===== src/rtl/dlt_pkg.sv =====
package dlt_pkg;
  localparam int ADDR_W = 4;

  typedef enum logic [ADDR_W-1:0] {
    OFS_T1_CNT_LO = 4'h4,
    OFS_T1_CNT_HI = 4'h5,
    OFS_T1_LAT_LO = 4'h6,
    OFS_T1_LAT_HI = 4'h7,
    OFS_T2_CNT_LO = 4'h8,
    OFS_T2_CNT_HI = 4'h9,
    OFS_MODE      = 4'hB
  } reg_ofs_e;

  // decoded access strobes, one set per bus cycle
  typedef struct packed {
    logic t1_lo_wr;
    logic t1_hi_load;
    logic t1_hi_keep;
    logic t2_lo_wr;
    logic t2_hi_load;
    logic mode_wr;
    logic t1_clr;
    logic t2_clr;
  } strobes_t;

  localparam logic [1:0] MODE_FREE_RUN = 2'b01;
endpackage


===== src/rtl/dlt_bus_decode.sv =====
module dlt_bus_decode
  import dlt_pkg::*;
(
  input  logic              clk,
  input  logic              rst_n,
  input  logic              wr_en,
  input  logic              rd_en,
  input  logic [ADDR_W-1:0] addr,
  output strobes_t          stb
);

  always_comb begin
    stb = '0;
    if (wr_en) begin
      case (addr)
        OFS_T1_CNT_LO, OFS_T1_LAT_LO: stb.t1_lo_wr   = 1'b1;
        OFS_T1_CNT_HI:                stb.t1_hi_load = 1'b1;
        OFS_T1_LAT_HI:                stb.t1_hi_keep = 1'b1;
        OFS_T2_CNT_LO:                stb.t2_lo_wr   = 1'b1;
        OFS_T2_CNT_HI:                stb.t2_hi_load = 1'b1;
        OFS_MODE:                     stb.mode_wr    = 1'b1;
        default: ;
      endcase
    end
    // flag-clear side effects of accesses
    stb.t1_clr = (wr_en && (addr == OFS_T1_CNT_HI || addr == OFS_T1_LAT_HI)) ||
                 (rd_en && addr == OFS_T1_CNT_LO);
    stb.t2_clr = (wr_en && addr == OFS_T2_CNT_HI) ||
                 (rd_en && addr == OFS_T2_CNT_LO);
  end

  // a single access never targets two storage elements
  assert_one_target_R2: assert property (@(posedge clk) disable iff (!rst_n)
    $onehot0({stb.t1_lo_wr, stb.t1_hi_load, stb.t1_hi_keep,
              stb.t2_lo_wr, stb.t2_hi_load, stb.mode_wr}));

endmodule


===== src/rtl/dlt_down_counter.sv =====
module dlt_down_counter #(
  parameter int BYTE_W    = 8,
  parameter bit RELOAD_OK = 1'b1
) (
  input  logic                clk,
  input  logic                rst_n,
  input  logic                tick,
  input  logic [BYTE_W-1:0]   wdata,
  input  logic                lo_wr,
  input  logic                hi_load,
  input  logic                hi_keep,
  input  logic                free_req,
  output logic [2*BYTE_W-1:0] cnt_o,
  output logic [2*BYTE_W-1:0] latch_o,
  output logic                expire_o
);

  localparam int CNT_W = 2 * BYTE_W;
  localparam logic [CNT_W-1:0] ALL_ONES = '1;

  logic [CNT_W-1:0] cnt_q;
  logic [CNT_W-1:0] latch_q;
  logic             armed_q;
  logic             free_mode;
  logic             at_zero;

  // next counter value on a tick: reload after the -1 state when free-running
  function automatic logic [CNT_W-1:0] step_count(input logic [CNT_W-1:0] cur,
                                                  input logic [CNT_W-1:0] lat,
                                                  input logic             fr);
    if (fr && cur == ALL_ONES) return lat;
    return cur - 1'b1;
  endfunction

  function automatic logic is_zero(input logic [CNT_W-1:0] cur);
    return cur == '0;
  endfunction

  assign free_mode = RELOAD_OK ? free_req : 1'b0;
  assign at_zero   = is_zero(cnt_q);
  assign expire_o  = tick && !hi_load && at_zero && (armed_q || free_mode);
  assign cnt_o     = cnt_q;
  assign latch_o   = latch_q;

  always_ff @(posedge clk) begin
    if (!rst_n) begin
      cnt_q   <= ALL_ONES;
      latch_q <= ALL_ONES;
      armed_q <= 1'b0;
    end else begin
      if (lo_wr) latch_q[BYTE_W-1:0] <= wdata;
      if (hi_load || hi_keep) latch_q[CNT_W-1:BYTE_W] <= wdata;
      if (hi_load) begin
        cnt_q   <= {wdata, latch_q[BYTE_W-1:0]};
        armed_q <= 1'b1;
      end else if (tick) begin
        cnt_q <= step_count(cnt_q, latch_q, free_mode);
        if (expire_o) armed_q <= 1'b0;
      end
    end
  end

  // a loading write leaves counter and latch equal on the next cycle
  assert_load_copies_latch_R3: assert property (@(posedge clk) disable iff (!rst_n)
    hi_load |=> cnt_o == latch_o);

  // without tick or load the counter holds
  assert_hold_without_tick_R6: assert property (@(posedge clk) disable iff (!rst_n)
    (!tick && !hi_load) |=> $stable(cnt_o));

  // an expiry tick is the step from zero into the all-ones state
  assert_expiry_wraps_R7: assert property (@(posedge clk) disable iff (!rst_n)
    expire_o |=> cnt_o == ALL_ONES);

  // free-running: the all-ones state reloads the latch held before the tick
  assert_free_reload_R8: assert property (@(posedge clk) disable iff (!rst_n)
    (tick && !hi_load && free_mode && cnt_o == ALL_ONES) |=> cnt_o == $past(latch_o));

endmodule


===== src/rtl/dual_latch_timer.sv =====
module dual_latch_timer
  import dlt_pkg::*;
#(
  parameter int BYTE_W = 8
) (
  input  logic              clk,
  input  logic              rst_n,
  input  logic              tick_en,
  input  logic              wr_en,
  input  logic              rd_en,
  input  logic [3:0]        addr,
  input  logic [BYTE_W-1:0] wdata,
  output logic [BYTE_W-1:0] rdata,
  output logic              t1_set,
  output logic              t1_clr,
  output logic              t2_set,
  output logic              t2_clr
);

  localparam int CNT_W  = 2 * BYTE_W;
  localparam int MODE_H = BYTE_W - 1;

  strobes_t          stb;
  logic [BYTE_W-1:0] mode_q;
  logic              t1_free;
  logic [CNT_W-1:0]  t1_cnt, t1_lat, t2_cnt, t2_lat;

  dlt_bus_decode u_dec (
    .clk   (clk),
    .rst_n (rst_n),
    .wr_en (wr_en),
    .rd_en (rd_en),
    .addr  (addr),
    .stb   (stb)
  );

  always_ff @(posedge clk) begin
    if (!rst_n)           mode_q <= '0;
    else if (stb.mode_wr) mode_q <= wdata;
  end

  assign t1_free = (mode_q[MODE_H -: 2] == MODE_FREE_RUN);

  dlt_down_counter #(.BYTE_W(BYTE_W), .RELOAD_OK(1'b1)) u_t1 (
    .clk      (clk),
    .rst_n    (rst_n),
    .tick     (tick_en),
    .wdata    (wdata),
    .lo_wr    (stb.t1_lo_wr),
    .hi_load  (stb.t1_hi_load),
    .hi_keep  (stb.t1_hi_keep),
    .free_req (t1_free),
    .cnt_o    (t1_cnt),
    .latch_o  (t1_lat),
    .expire_o (t1_set)
  );

  dlt_down_counter #(.BYTE_W(BYTE_W), .RELOAD_OK(1'b0)) u_t2 (
    .clk      (clk),
    .rst_n    (rst_n),
    .tick     (tick_en),
    .wdata    (wdata),
    .lo_wr    (stb.t2_lo_wr),
    .hi_load  (stb.t2_hi_load),
    .hi_keep  (1'b0),
    .free_req (1'b0),
    .cnt_o    (t2_cnt),
    .latch_o  (t2_lat),
    .expire_o (t2_set)
  );

  assign t1_clr = stb.t1_clr;
  assign t2_clr = stb.t2_clr;

  always_comb begin
    case (addr)
      OFS_T1_CNT_LO: rdata = t1_cnt[BYTE_W-1:0];
      OFS_T1_CNT_HI: rdata = t1_cnt[CNT_W-1:BYTE_W];
      OFS_T1_LAT_LO: rdata = t1_lat[BYTE_W-1:0];
      OFS_T1_LAT_HI: rdata = t1_lat[CNT_W-1:BYTE_W];
      OFS_T2_CNT_LO: rdata = t2_cnt[BYTE_W-1:0];
      OFS_T2_CNT_HI: rdata = t2_cnt[CNT_W-1:BYTE_W];
      OFS_MODE:      rdata = mode_q;
      default:       rdata = '0;
    endcase
  end

  // the second timer never reloads by itself: two expiries need a load between
  // them, and a load write never coincides with a pulse
  assert_t2_no_pulse_on_load_R11: assert property (@(posedge clk) disable iff (!rst_n)
    stb.t2_hi_load |-> !t2_set);

  // a pulse on the second timer is followed by a non-zero counter
  assert_t2_single_R9: assert property (@(posedge clk) disable iff (!rst_n)
    t2_set |=> t2_cnt != '0);

endmodule


===== config.mk =====
export PLATFORM = sky130hd
export DESIGN_NAME = dual_latch_timer
export DESIGN_NICKNAME = d
export VERILOG_FILES = /design/src/rtl/dlt_pkg.sv /design/src/rtl/dlt_bus_decode.sv /design/src/rtl/dlt_down_counter.sv /design/src/rtl/dual_latch_timer.sv
export SDC_FILE = /design/constraint.sdc
export NUM_CORES = 1
export LEC_CHECK = 0
export BUFFER_PORTS_ARGS = -buffer_cell sky130_fd_sc_hd__buf_2
export CORE_MARGIN = 3
export CORE_UTILIZATION = 50
export DETAILED_ROUTE_END_ITERATION = 10
export GPL_TIMING_DRIVEN = 0
export PLACE_DENSITY = 0.71
export SYNTH_ARGS = -nofsm -noshare
export SYNTH_HDL_FRONTEND = slang
export SYNTH_SLANG_ARGS = --single-unit
export TNS_END_PERCENT = 50

===== constraint.sdc =====
create_clock -name clk -period 2.3 [get_ports clk]
set_input_delay 0.345 -clock clk [delete_from_list [all_inputs] [get_ports clk]]
set_output_delay 0.345 -clock clk [all_outputs]
set_load 0.03 [all_outputs]

==> results.json <==
{
  "via_per_inst": 6.32,
  "drv_cap": 0,
  "synth_ff_type": "dfxtp_1",
  "synth.distinct_cells": 56,
  "first_pass_iters": 6,
  "ys_seq_elements": 66,
  "cts_tree": "yes",
  "rsz0062_at_grt": "true",
  "grt_antenna_before_repair": 0,
  "layout_setup_ws_ps": -407,
  "worstPathRequired_ps": 1960,
  "htree_levels": 3,
  "drtIter0Drc": 626,
  "grt_pass1_vias": 3547,
  "finalSetupViolCount": 5,
  "clk_pin_slew_ps": 70,
  "routedWlPerCell_um": 20.3,
  "period_needed_ps": 2710,
  "drt-total-wl_mm": 12.9,
  "total_leakage_power_uw": 0.00166,
  "crit_arrival_ps": 2360,
  "cts_made_buffers": 9,
  "die_h_um": 91.8,
  "violations": "negative setup slack",
  "synth_edf_count": 0,
  "worst_ir_drop_vdd_mv": 0.331,
  "tightest_slew_ps": 779,
  "nets": 558,
  "clockBufferDepth": 2,
  "dp_worst_setup_slack_ps": -371,
  "crit_type": "register to output pin",
  "slew_headroom": 0.481,
  "dieArea_sq_um": 8420,
  "globalplace.congestion": 0.999,
  "portBuffers": 27,
  "ys_seq_area_frac": 0.359,
  "outcome": "complete, but fails checks",
  "n_antenna_cell": 0,
  "power_density_nw_per_um2": 636,
  "ys_top_cells_by_area": "dfxtp_1 (36%), nand2_1 (9.2%), nand3_1 (6.4%)",
  "synth-async-reset-ratio": 0,
  "start_util": 0.527,
  "core_area_sq_um": 6980,
  "dr_total_vias": 4033,
  "hold_violations": 0,
  "synth_top_area_share": 0.359,
  "mappedNetlistNets": 512,
  "ios": 29,
  "area_delta_synth_final_pct": 17.9,
  "syn_area_sq_um": 3680,
  "tns_ps": -536,
  "clock_latency_ps": 350,
  "grt_max_degree": 12,
  "utilization": 0.622,
  "slew_viol_final": 0,
  "gr-total-overflow": 0,
  "fmax_ghz": 0.369,
  "synth.avg_cell_area_sq_um": 7.49,
  "clock-root-buffer": "clkbuf_8",
  "antenna_left": 0,
  "skew_ps": 3.92,
  "netlist_instances": 491,
  "hold_path.class": "primary input to register",
  "worst_hold_slack_ps": 347,
  "row_count": 30,
  "end_kind": "output pin",
  "timing.final.crit_share": 1.18,
  "synth_area_leader_cell": "dfxtp_1",
  "cp-start-kind": "register",
  "layout-drive-gt1-share": 0.155,
  "cts_sinks": 66,
  "ctsHoldBuffers": 0,
  "dp_hpwl_mm": 8.94,
  "yosys_warnings": 0,
  "die_x_um": 91.8,
  "n_fill_cell": 643,
  "post-route-drc-count": 0,
  "track_usage": 0.308,
  "crit_fanout": 3,
  "grt_pass1_wl_mm": 20.0
}
layer usage:
layer / GRT usage / part of all wire / vias to the layer above
met5: 0 / 0 / -
met4: 0.0953 / 0.023 / 0
met3: 0.0829 / 0.12 / 30
met2: 0.441 / 0.42 / 283
met1: 0.450 / 0.44 / 1859
li1: - / - / 1861
registers in the layout, summed over array words and instances (netlist names):
register,cells
u_t1.cnt_o,16
u_t2.cnt_o,16
mode_q,8
u_t1.armed_q,1
u_t2.armed_q,1
u_t2.latch_o,8
u_t1.latch_o,16
layout make-up:
class	count	area, sq um	share of cell area
Clock inverter	4	72.6	0.0167
Tap cell	96	120	0.0277
Sequential cell	66	1340	0.308
Timing Repair Buffer	37	226	0.0522
Clock buffer	12	165	0.0381
Inverter	12	50.0	0.0115
Buffer	29	121	0.0280
Multi-Input combinational cell	382	2250	0.518
synthesized netlist by cell type (all sizes together), types with 4 or more instances:
master  instances
mux2i           5
o21ai          24
o221ai          4
nor3           14
o311ai          7
dfxtp          66
nor3b          11
inv            11
o211ai          6
a22oi           8
a21oi          29
nand3          47
nand4           7
nand2          90
a31oi           6
nand2b          5
and3            5
nor2b           5
nor4            5
ha              4
a32oi           5
xnor2          14
buf             5
nor2           38
clkbuf         26
xor2            6
critical path, cell delays in order (launching register included):
cell     delay [ps]
dfxtp_4         360
inv_4            60
ha_4            130
or4b_4          470
or3_4           360
or3_4           360
nor2_4          130
buf_6           150
cell usage in the layout (no fill, tap or decap), types with 8 or more instances in the layout:
master    instances
a21oi_1          29
nor3_1           13
nor2_1           36
xnor2_1          14
dfxtp_1          62
nor3b_1           9
o21ai_0          22
nand3_1          47
a22oi_1           8
nand2_1          90
inv_1             9
buf_2            28
clkbuf_8         12
clkbuf_1         20
buf_4             9
kinds of logic (layout without fill, tap and decap cells):
family | count (synthesis) | after routing | synth area share
mux | 8 | 8 | 0.0228
fa+ha+maj | 4 | 4 | 0.0136
buf+inv | 43 | 94 | 0.0449
simple gates | 244 | 244 | 0.322
xor+xnor | 20 | 20 | 0.0476
compound gates | 106 | 106 | 0.190
flops | 66 | 66 | 0.359
timing repair:
action	CTS	global route
resized for setup	25	9
pin swaps	8	5
setup buffers	9	1
setup endpoints to repair	11	20
through the flow:
stage | instances | area [sq um] | power, uW
6_report | 638 | 4340 | 2760
2_1_floorplan | 491 | 3690 | 1460
3_3_place_gp | 614 | 3950 | 1590
4_1_cts | 638 | 4310 | 2740
5_1_grt | 638 | 4340 | 2850
3_5_place_dp | 614 | 3950 | 1600
path summary, 6_finish.rpt:
check	from	to	slack (ps)	cells past startpoint
setup reg to reg	u_t1.cnt_o[0]$_SDFFE_PN1P_	u_t1.cnt_o[14]$_SDFFE_PN1P_	-10	8
setup / recovery	u_t1.cnt_o[0]$_SDFFE_PN1P_	t1_set	-410	7
hold reg to reg	mode_q[5]$_SDFFE_PN0P_	mode_q[5]$_SDFFE_PN0P_	460	2
hold / removal	wdata[5]	u_t2.latch_o[5]$_SDFFE_PN1P_	350	3
where the power goes:
group | switching [uW] | internal [uW] | total, uW
Combinational | 248 | 124 | 372
Clock | 466 | 698 | 1160
Sequential | 49.4 | 1180 | 1230
Total | 763 | 2000 | 2760
Power figures use the tool's default switching activity.
